File: src/rtl/dma_err_pkg.sv
package dma_err_pkg;
  // flag positions (software decodes these)
  localparam int unsigned B_P_RD  = 62;
  localparam int unsigned B_P_WR  = 61;
  localparam int unsigned B_S_RD  = 59;
  localparam int unsigned B_S_WR  = 58;
  localparam int unsigned B_S_XL  = 57;
  localparam int unsigned B_P_XL  = 56;
  // captured field positions
  localparam int unsigned SYND_LO = 48;
  localparam int unsigned BM_LO   = 32;
  localparam int unsigned OFF_LO  = 29;
  localparam int unsigned B_BLK   = 23;
  localparam int unsigned BM_W    = 16;
  localparam int unsigned SYND_W  = 8;
  localparam int unsigned OFF_W   = 3;
  localparam int unsigned REG_W   = 64;
  // register indices
  localparam int unsigned IDX_UE    = 0;
  localparam int unsigned IDX_CE    = 1;
  localparam int unsigned IDX_ADDR  = 2;
  localparam int unsigned IDX_ALIAS = 3;
  // clear vector layout: {p_rd, p_wr, s_rd, s_wr, s_xl, p_xl}
  typedef logic [5:0] clr_vec_t;
endpackage

File: src/rtl/dma_err_bank.sv
module dma_err_bank
  import dma_err_pkg::*;
#(
  parameter bit HAS_XLATE = 1'b1,
  parameter bit HAS_SYND  = 1'b0
) (
  input  logic              clk,
  input  logic              rst,
  input  logic              ev_hit,
  input  logic              ev_write,
  input  logic              ev_xlate,
  input  logic [BM_W-1:0]   ev_bmask,
  input  logic [OFF_W-1:0]  ev_off,
  input  logic              ev_block,
  input  logic [SYND_W-1:0] ev_synd,
  input  logic              clr_en,
  input  clr_vec_t          clr_vec,
  output logic [REG_W-1:0]  status,
  output logic              capture,
  output logic              irq
);
  logic p_rd, p_wr, p_xl, s_rd, s_wr, s_xl;
  logic [BM_W-1:0]   bm_q;
  logic [OFF_W-1:0]  off_q;
  logic              blk_q;
  logic [SYND_W-1:0] syn_q;

  logic c_prd, c_pwr, c_pxl, c_srd, c_swr, c_sxl;
  logic n_prd, n_pwr, n_pxl, n_srd, n_swr, n_sxl;
  logic prim_free, xl_in;
  clr_vec_t clr_m;

  assign clr_m = clr_en ? clr_vec : '0;
  assign xl_in = ev_xlate & HAS_XLATE;

  always_comb begin
    // clear applies first, new event on top
    c_prd = p_rd & ~clr_m[5];
    c_pwr = p_wr & ~clr_m[4];
    c_srd = s_rd & ~clr_m[3];
    c_swr = s_wr & ~clr_m[2];
    c_sxl = s_xl & ~clr_m[1];
    c_pxl = p_xl & ~clr_m[0];
    prim_free = ~(c_prd | c_pwr | c_pxl);
    capture = ev_hit & prim_free;
    n_prd = c_prd | (capture & ~ev_write);
    n_pwr = c_pwr | (capture &  ev_write);
    n_pxl = c_pxl | (capture &  xl_in);
    n_srd = c_srd | (ev_hit & ~prim_free & ~ev_write);
    n_swr = c_swr | (ev_hit & ~prim_free &  ev_write);
    n_sxl = c_sxl | (ev_hit & ~prim_free &  xl_in);
  end

  always_ff @(posedge clk) begin
    if (rst) begin
      {p_rd, p_wr, p_xl, s_rd, s_wr, s_xl} <= '0;
      bm_q  <= '0;
      off_q <= '0;
      blk_q <= 1'b0;
      syn_q <= '0;
      irq   <= 1'b0;
    end else begin
      {p_rd, p_wr, p_xl, s_rd, s_wr, s_xl} <= {n_prd, n_pwr, n_pxl, n_srd, n_swr, n_sxl};
      irq <= n_prd | n_pwr | n_pxl | n_srd | n_swr | n_sxl;
      if (capture) begin
        bm_q  <= ev_bmask;
        off_q <= ev_off;
        blk_q <= ev_block;
        syn_q <= HAS_SYND ? ev_synd : '0;
      end
    end
  end

  always_comb begin
    status = '0;
    status[B_P_RD] = p_rd;
    status[B_P_WR] = p_wr;
    status[B_S_RD] = s_rd;
    status[B_S_WR] = s_wr;
    status[B_S_XL] = s_xl;
    status[B_P_XL] = p_xl;
    status[SYND_LO +: SYND_W] = syn_q;
    status[BM_LO +: BM_W]     = bm_q;
    status[OFF_LO +: OFF_W]   = off_q;
    status[B_BLK]             = blk_q;
  end
endmodule

File: src/rtl/dma_err_capture.sv
module dma_err_capture
  import dma_err_pkg::*;
#(
  parameter int unsigned ADDR_W    = 64,
  parameter int unsigned REG_IDX_W = 2
) (
  input  logic                 clk,
  input  logic                 rst,
  input  logic                 err_valid,
  input  logic                 err_is_ce,
  input  logic                 err_is_write,
  input  logic                 err_xlate,
  input  logic [BM_W-1:0]      err_bmask,
  input  logic [ADDR_W-1:0]    err_addr,
  input  logic [SYND_W-1:0]    err_synd,
  input  logic                 err_block,
  input  logic [REG_IDX_W-1:0] reg_addr,
  input  logic                 reg_we,
  input  logic [REG_W-1:0]     reg_wdata,
  output logic [REG_W-1:0]     reg_rdata,
  output logic                 irq_ue,
  output logic                 irq_ce
);
  localparam int unsigned NCLS = 2;
  localparam logic [REG_IDX_W-1:0] IX_UE = REG_IDX_W'(IDX_UE);
  localparam logic [REG_IDX_W-1:0] IX_CE = REG_IDX_W'(IDX_CE);
  localparam logic [REG_IDX_W-1:0] IX_AD = REG_IDX_W'(IDX_ADDR);
  localparam logic [REG_IDX_W-1:0] IX_AL = REG_IDX_W'(IDX_ALIAS);

  logic [REG_W-1:0]  bank_stat [NCLS];
  logic [NCLS-1:0]   bank_cap, bank_irq;
  logic [REG_W-1:0]  ue_stat, ce_stat;
  logic [ADDR_W-1:0] addr_q;
  clr_vec_t          clr_vec;
  logic              unused_wdata;

  assign clr_vec = {reg_wdata[B_P_RD], reg_wdata[B_P_WR], reg_wdata[B_S_RD],
                    reg_wdata[B_S_WR], reg_wdata[B_S_XL], reg_wdata[B_P_XL]};
  assign unused_wdata = ^{reg_wdata[63], reg_wdata[60], reg_wdata[55:0]};

  for (genvar c = 0; c < NCLS; c++) begin : g_bank
    localparam bit IS_CE = (c == 1);
    localparam logic [REG_IDX_W-1:0] MY_IX = IS_CE ? IX_CE : IX_UE;
    dma_err_bank #(
      .HAS_XLATE(!IS_CE),
      .HAS_SYND (IS_CE)
    ) u_bank (
      .clk     (clk),
      .rst     (rst),
      .ev_hit  (err_valid && (err_is_ce == IS_CE)),
      .ev_write(err_is_write),
      .ev_xlate(err_xlate),
      .ev_bmask(err_bmask),
      .ev_off  (err_addr[5:3]),
      .ev_block(err_block),
      .ev_synd (err_synd),
      .clr_en  (reg_we && (reg_addr == MY_IX)),
      .clr_vec (clr_vec),
      .status  (bank_stat[c]),
      .capture (bank_cap[c]),
      .irq     (bank_irq[c])
    );
  end

  assign ue_stat = bank_stat[0];
  assign ce_stat = bank_stat[1];
  assign irq_ue  = bank_irq[0];
  assign irq_ce  = bank_irq[1];

  // shared fault address: loaded by a primary capture of either class
  always_ff @(posedge clk) begin
    if (rst)           addr_q <= '0;
    else if (|bank_cap) addr_q <= err_addr;
  end

  always_ff @(posedge clk) begin
    if (rst) reg_rdata <= '0;
    else begin
      case (reg_addr)
        IX_UE:        reg_rdata <= ue_stat;
        IX_CE:        reg_rdata <= ce_stat;
        IX_AD, IX_AL: reg_rdata <= REG_W'(addr_q);
        default:      reg_rdata <= '0;
      endcase
    end
  end
endmodule

File: config.mk
export PLATFORM = sky130hd
export DESIGN_NAME = dma_err_capture
export DESIGN_NICKNAME = d
export VERILOG_FILES = /design/src/rtl/dma_err_pkg.sv /design/src/rtl/dma_err_bank.sv /design/src/rtl/dma_err_capture.sv
export SDC_FILE = /design/constraint.sdc
export NUM_CORES = 1
export LEC_CHECK = 0
export ABC_CLOCK_PERIOD_IN_PS = 2250
export CORE_MARGIN = 4
export CORE_UTILIZATION = 48
export DETAILED_ROUTE_END_ITERATION = 8
export PLACE_DENSITY = 0.93
export SLEW_MARGIN = 0
export SYNTH_ARGS = -nofsm -noshare
export SYNTH_HDL_FRONTEND = slang
export SYNTH_SLANG_ARGS = --single-unit
File: constraint.sdc
create_clock -name clk -period 2.25 [get_ports clk]
set_clock_uncertainty 0.05 [all_clocks]
set_input_delay 0.45 -clock clk [delete_from_list [all_inputs] [get_ports clk]]
set_output_delay 0.45 -clock clk [all_outputs]
set_load 0.01 [all_outputs]
# Word-level counts from Yosys, hierarchy flattened
# Index checks and enable logic that the tools add are counted.
[totals]
input_bits = 162
out_inout_bits = 66
register_bits = 190
[op_classes]
eq_ne = 3
mux = 3
n_bitwise = 66
n_reduce_logical = 7
[op_table]
columns = ["op", "count"]
rows = [
  ["64-bit one-hot mux with 3 select lines", 1],
  ["1-bit bitwise AND", 26],
  ["1-bit bitwise OR", 24],
  ["1-bit NOT", 16],
  ["6-bit 2-to-1 mux", 2],
  ["2-bit == test, second input constant", 2],
  ["1-bit logical AND", 4],
  ["2-bit OR reduction", 2],
  ["2-bit by 1-bit == test with 1-bit output, second input constant", 1],
  ["2-bit zero test", 1],
]

# Depth between registers and ports, before layout
# Gate-level depths: netlist (run 1).
[logic_depth]
word_depth = 16
ltp_mapped = 8

# By module
# A second synthesis (run 1) with hierarchy kept.
[unflattened]
hier_cells = 972
hier_area_um2 = 8994.9
[modules_own_cells]
columns = ["module", "area_per_inst_um2", "cells_per_inst", "n_inst"]
rows = [
  ["dma_err_capture", 5629.1, 581, 1],
  ["dma_err_bank (g_bank[1].u_bank)", 1874.3, 206, 1],
  ["dma_err_bank (g_bank[0].u_bank)", 1491.4, 185, 1],
]

# Worst setup path after synthesis (run 1)
# No wires, ideal clock.
[synth_timing]
kind = "input port to flip-flop"
startpoint = "input port reg_we"
endpoint = "register addr_q[10]"
arrival_time_ps = 1720
t_required_ps = 2080
setup_slack_ps = 360
stages = 8
path_buffers = 4
cell_sequence = "buf_2 > nand4b_1 > a222oi_1 > buf_2 > a22oi_1 > buf_6 > buf_6 > mux2i_1"
[synth_via]
elab_chain_len = 9
elab_cells_between_ends = 25
[synth_rtl]
columns = ["element", "line", "rtl"]
rows = [
  ["from (decl)", "dma_err_capture.sv:18", "input logic reg_we,"],
  ["1-bit logical AND", "dma_err_capture.sv:57", ".clr_en (reg_we && (reg_addr == MY_IX)),"],
  ["6-bit 2-to-1 mux", "dma_err_bank.sv:33", "assign clr_m = clr_en ? clr_vec : '0;"],
  ["1-bit NOT (on tied branches)", "dma_err_bank.sv:38, dma_err_bank.sv:39", ""],
  ["1-bit bitwise AND (on tied branches)", "dma_err_bank.sv:38, dma_err_bank.sv:39", ""],
  ["1-bit bitwise OR (2 in a row)", "dma_err_bank.sv:44", "prim_free = ~(c_prd | c_pwr | c_pxl);"],
  ["1-bit NOT", "dma_err_bank.sv:44", ""],
  ["1-bit bitwise AND", "dma_err_bank.sv:45", "capture = ev_hit & prim_free;"],
  ["2-bit OR reduction *", "dma_err_capture.sv:73", "else if (|bank_cap) addr_q <= err_addr;"],
  ["to (signal assigned)", "dma_err_capture.sv:73", ""],
  ["to (decl)", "dma_err_capture.sv:33", "logic [ADDR_W-1:0] addr_q;"],
]
# Mark *: on every way between the ends. The rest lies on a longest branch, timed or not.
# A chain may end at the register's enable or synchronous reset.

# Worst setup path in the final report (run 1)
[layout_timing]
startpoint = "input port reg_we"
endpoint = "register addr_q[60]"
# Same word-level chain as after synthesis.

==> results.json, run 1 <==
{
  "insertion_delay_ns": 0.43,
  "p_leak_nw": 4.13,
  "setup-tns-final_ns": 0,
  "grt_max_degree": 95,
  "timing.final.hold_violations": 0,
  "final_cells": 1194,
  "total_power_mw": 7.92,
  "routedWlPerCell_microns": 15.9,
  "synth.avg_cell_area_sq_um": 9.51,
  "fillerInstances": 1270,
  "period_minus_slack_ns": 2.12,
  "overflow": 0,
  "drt_wl_total_microns": 19000,
  "grt_pass1_vias": 6088,
  "hp-class": "in2reg",
  "syn_to_final_growth_pct": 32.9,
  "cts_hold_buf": 0,
  "post_cts_buffers": 0,
  "synth-seq-area-share_pct": 48.8,
  "syn_inst": 820,
  "die_area_sq_um": 18300,
  "nets": 1127,
  "finalCritPeriodShare_pct": 94.2,
  "drv_cap": 0,
  "synth_ff_type": "dfxtp_1",
  "tightest_slew_ns": 0.522,
  "grt_pass1_wl_microns": 30700,
  "row_count": 46,
  "dieHeight_microns": 135,
  "crit_path_end_kind": "register",
  "netlist_area_sq_um": 7800,
  "dp.cells": 1162,
  "track_usage_pct": 20.9,
  "crit_type": "in2reg",
  "yosys_warnings": 0,
  "relSlewSlack_pct": 65.2,
  "post_cts_resized": 0,
  "rsz0062_at_grt": "no",
  "clockBufferDepth": 2,
  "dp_hpwl_microns": 13000,
  "synth_fp_nets": 982,
  "utilization_pct": 65.2,
  "slew_violations": 0,
  "globalplace.congestion": 0.827,
  "clkSlewWorstSetupHoldPaths_ns": 0.07,
  "avgViaCountPerCell": 5.11,
  "startpoint_type": "primary input",
  "vias": 6103,
  "status": "completed",
  "die-width_microns": 135,
  "drt_pass1_iterations": 5,
  "fmax_ghz": 0.472,
  "cts_root_buf": "clkbuf_16",
  "crit_arrival_ns": 2.42,
  "route.detailed.drc": 0,
  "p_per_area_nw_per_um2": 764,
  "cts_tree": "yes",
  "worstRegToRegCells": 5,
  "drtIter0Drc": 523,
  "final_common_cell": "dfxtp_1",
  "worstPathRequired_ns": 2.55,
  "synth-edff-count": 0,
  "layout-drive-gt1-share_pct": 11.9,
  "diodes": 0,
  "ys_seq_elements": 190,
  "setup_viol": 0,
  "cts_buffers": 17,
  "ioPinCount": 228,
  "layout_common_cells": "dfxtp_1 (190), clkdlybuf4s50_1 (166), nand2b_1 (130), a21oi_1 (93), mux2i_1 (90)",
  "core_area_sq_um": 15900,
  "antenna_found_initial": 0,
  "port_buffers": 169,
  "final_antenna_net_count": 0,
  "async_flop_share_pct": 0,
  "cp_max_fo": 17,
  "numClockSinks": 190,
  "peakVddDrop_v": 0.000534,
  "cts_max_level": 4,
  "initial_core_util_pct": 49.1,
  "min_path_cells": 2,
  "synth_cell_types": 27
}
## per-stage QoR
stage	area, sq um	hold WS (ns)	setup slack (ns)
global placement	9720	0.385	-0.226
detailed placement	9720	0.389	-0.299
CTS	10400	0.329	0.145
finish	10400	0.349	0.131
global route	10400	0.350	0.0308
floorplan	7800	0.372	0.360
## synth_stat cells, types with 2 or more instances
master,instances,share of area [%]
buf_2,17,1.1
nor2_1,70,3.4
and2_1,31,2.5
nor2b_1,2,0.16
nand2b_1,130,10
mux2i_1,90,12
dfxtp_1,190,49
nand4b_1,3,0.34
a21oi_1,93,6.0
nand3_1,50,3.2
nand4bb_1,3,0.43
nand2_1,17,0.82
o21ai_0,6,0.39
buf_1,4,0.19
buf_6,7,1.0
a222oi_1,2,0.26
clkbuf_1,44,2.1
nand3b_1,5,0.48
a21bo_2,48,6.2
## worst max-delay path: stages
cell	delay, ns
clkdlybuf4s50_1	0.52
nand4bb_1	0.18
a222oi_1	0.11
buf_4	0.15
a22oi_2	0.36
buf_4	0.38
mux2i_1	0.25
## final timing paths
check,start,end,slack [ns]
worst max-delay path,reg_we,addr_q[60]$_SDFFE_PP0P_,0.13
worst min-delay path,rst,reg_rdata[29]$_SDFF_PP0_,0.35
worst max register to register,g_bank[0].u_bank.p_wr$_SDFF_PP0_,addr_q[60]$_SDFFE_PP0P_,0.50
worst min register to register,addr_q[8]$_SDFFE_PP0P_,reg_rdata[8]$_SDFF_PP0_,0.41
## cells by family after synthesis
group	count (synthesis)	synth area share [%]
mux	90	11.6
compound gates	151	13.0
simple gates	317	22.3
buf+inv	72	4.41
flops	190	48.8
## sequential cells by signal, indices dropped and copies added (netlist names)
signal               flops
reg_rdata               64
g_bank.u_bank.s_xl       2
g_bank.u_bank.s_wr       2
g_bank.u_bank.p_xl       2
g_bank.u_bank.syn_q      8
g_bank.u_bank.off_q      6
g_bank.u_bank.p_rd       2
addr_q                  64
g_bank.u_bank.blk_q      2
g_bank.u_bank.bm_q      32
g_bank.u_bank.s_rd       2
g_bank.u_bank.irq        2
g_bank.u_bank.p_wr       2
## power breakdown
part,total [mW],switching [mW],internal (mW)
logic,1.05,0.484,0.567
clock network,3.23,1.30,1.93
registers,3.64,0.0878,3.55
## area by class of cell
class / instances / area [sq um] / share of cell area, %
clock buffers: 20 / 457 / 4.41
multi-input cells: 558 / 3660 / 35.4
clock inverters: 12 / 183 / 1.76
flip-flops and latches: 190 / 3800 / 36.7
repair buffers: 198 / 1980 / 19.2
well taps: 216 / 270 / 2.61
## routing by layer
| metal | vias to the layer above | track usage [%] | share of wire, % |
|---|---|---|---|
| li1 | 3030 | - | - |
| met1 | 2827 | 27.6 | 44 |
| met2 | 217 | 33.8 | 47 |
| met3 | 29 | 5.27 | 6.9 |
| met4 | 0 | 6.94 | 1.9 |
| met5 | - | 0 | 0 |
Power figures use the tool's default switching activity.
==> run 2, diff against run 1 <==
--- a/config.mk
+++ b/config.mk
@@ -9,7 +9,9 @@
 export CORE_MARGIN = 4
 export CORE_UTILIZATION = 48
 export DETAILED_ROUTE_END_ITERATION = 8
+export GPL_ROUTABILITY_DRIVEN = 0
 export PLACE_DENSITY = 0.93
+export REMOVE_ABC_BUFFERS = 1
 export SLEW_MARGIN = 0
 export SYNTH_ARGS = -nofsm -noshare
 export SYNTH_HDL_FRONTEND = slang
==> run 2 against run 1 <==
Net effect: clock power is 1% lower; sequential cell count stayed put; non-clock buffer count is 1 lower; first-iteration DRC count is 50% lower; cell count hardly changed; final area hardly changed.
==> results.json, run 2 (same netlist as run 1, synthesis figures left out) <==
{
  "routedWlPerCell_microns": 14.8,
  "relSlewSlack_pct": 70.4,
  "cts_buffers": 17,
  "die_area_sq_um": 18300,
  "avgViaCountPerCell": 4.99,
  "grt_pass1_wl_microns": 28500,
  "diodes": 0,
  "syn_to_final_growth_pct": 32.9,
  "final_antenna_net_count": 0,
  "startpoint_type": "primary input",
  "path_cells": "clkdlybuf4s50_1 -> nand4b_1 -> a222oi_1 -> buf_4 -> a22oi_2 -> buf_12 -> mux2i_1",
  "cts_tree": "yes",
  "top_usage_layer": "met2",
  "rsz0062_at_grt": "no",
  "p_per_area_nw_per_um2": 758,
  "row_count": 46,
  "status": "completed",
  "final_common_cell": "dfxtp_1",
  "critPathBufInv": 3,
  "core_area_sq_um": 15900,
  "clkSlewWorstSetupHoldPaths_ns": 0.07,
  "slew_violations": 0,
  "nets": 1126,
  "dp_hpwl_microns": 12200,
  "cts_max_level": 4,
  "gr-usage-met1_pct": 23.8,
  "track_usage_pct": 19.1,
  "tightest_slew_ns": 0.443,
  "numClockSinks": 190,
  "max_stage_delay_ns": 0.61,
  "stdcell_area_sq_um": 10400,
  "drt_wl_total_microns": 17600,
  "utilization_pct": 65.2,
  "finalCritPeriodShare_pct": 93.5,
  "cts_root_buf": "clkbuf_16",
  "port_buffers": 169,
  "insertion_delay_ns": 0.42,
  "drtIter0Drc": 264,
  "drt_pass1_iterations": 4,
  "grtUsageMet2_pct": 32.8,
  "route.detailed.drc": 0,
  "clockBufferDepth": 2,
  "initial_core_util_pct": 49.1,
  "post_cts_resized": 0,
  "cp_max_fo": 27,
  "fmax_ghz": 0.475,
  "setup-tns-final_ns": 0,
  "crit_arrival_ns": 2.35,
  "dieHeight_microns": 135,
  "layout_common_cells": "dfxtp_1 (190), clkdlybuf4s50_1 (166), nand2b_1 (130), a21oi_1 (93), mux2i_1 (90)",
  "whs_ns": 0.331,
  "ioPinCount": 228,
  "grt_pass1_vias": 5889,
  "worstPathRequired_ns": 2.50,
  "period_minus_slack_ns": 2.10,
  "post_cts_buffers": 0,
  "die-width_microns": 135,
  "met3_usage_pct": 4.75,
  "drv_cap": 0,
  "crit_type": "in2reg",
  "cts_hold_buf": 0,
  "crit_path_end_kind": "register",
  "setup_viol": 0,
  "grt_max_degree": 121,
  "p_leak_nw": 4.13,
  "slowest_stage": "clkdlybuf4s50_1",
  "place_area_sq_um": 9720,
  "timing.final.hold_violations": 0,
  "reg_top3": "addr_q x64, reg_rdata x64, g_bank.u_bank.bm_q x32",
  "layout-drive-gt1-share_pct": 12.0,
  "overflow": 0,
  "antenna_found_initial": 1,
  "peakVddDrop_v": 0.000523,
  "hp-class": "in2reg",
  "critPathTopFamily": "buffers and inverters",
  "vias": 5950
}
run 2: changes by cell type in the layout (fill, tap and decap cells not counted):
cell,delta
nor2b_1,-1
clkinvlp_4,-1
clkbuf_1,-1
clkbuf_8,-1
clkinv_8,+1
clkinv_4,-1
nor2b_2,+1
buf_6,+1
inv_8,+3
bufinv_16,-1
clkinv_2,-1
inv_6,+2
buf_4,-2
run 2: final cells by class:
class | instances | area [sq um]
fillers | 1282 | 5530
repair buffers | 197 | 1980
multi-input cells | 558 | 3660
clock buffers | 18 | 439
well taps | 216 | 270
flip-flops and latches | 190 | 3800
clock inverters | 14 | 199
run 2: path summary, 6_finish.rpt:
check	from	end	slack [ns]	cells past startpoint
hold reg to reg	g_bank[1].u_bank.p_xl$_SDFF_PP0_	g_bank[1].u_bank.p_xl$_SDFF_PP0_	0.40	2
hold / removal	rst	reg_rdata[23]$_SDFF_PP0_	0.33	2
setup / recovery	reg_we	addr_q[25]$_SDFFE_PP0P_	0.15	7
setup reg to reg	g_bank[0].u_bank.p_wr$_SDFF_PP0_	addr_q[17]$_SDFFE_PP0P_	0.56	5
run 2: where the power goes:
group	total [mW]	internal, mW	switching (mW)
Clock	3.19	1.83	1.36
Sequential	3.63	3.55	0.0775
Combinational	1.04	0.562	0.474
run 2: worst reg2reg max path, stage by stage (launching register included):
cell and delay, ns:
dfxtp_1 0.38, a222oi_1 0.12, buf_4 0.17, a22oi_2 0.39, buf_12 0.28, mux2i_1 0.24
run 2: routing by layer:
| metal | routed length [microns] | part of all wire [%] | vias up |
|---|---|---|---|
| met5 | 20 | 0.11 | - |
| met4 | 222 | 1.3 | 2 |
| met3 | 1100 | 6.2 | 20 |
| met2 | 8670 | 49 | 160 |
| met1 | 7600 | 43 | 2735 |
| li1 | - | - | 3033 |
run 2: through the flow:
step                power (mW)  worst slack (ns)  cells
detailed placement        4.75            -0.307   1161
CTS                       7.95             0.131   1193
global placement          4.72            -0.268   1161
floorplan                 4.23             -7.01    748
global route              8.18           0.00856   1193
finish                    7.85             0.146   1193
==> run 3, diff against run 2 <==
--- a/config.mk
+++ b/config.mk
@@ -8,11 +8,11 @@
 export ABC_CLOCK_PERIOD_IN_PS = 2250
 export CORE_MARGIN = 4
 export CORE_UTILIZATION = 48
+export CTS_CLUSTER_SIZE = 40
 export DETAILED_ROUTE_END_ITERATION = 8
 export GPL_ROUTABILITY_DRIVEN = 0
 export PLACE_DENSITY = 0.93
 export REMOVE_ABC_BUFFERS = 1
-export SLEW_MARGIN = 0
 export SYNTH_ARGS = -nofsm -noshare
 export SYNTH_HDL_FRONTEND = slang
 export SYNTH_SLANG_ARGS = --single-unit
==> results of run 3 <==
The final DEF is identical to that of run 2; final timing and power are the same.
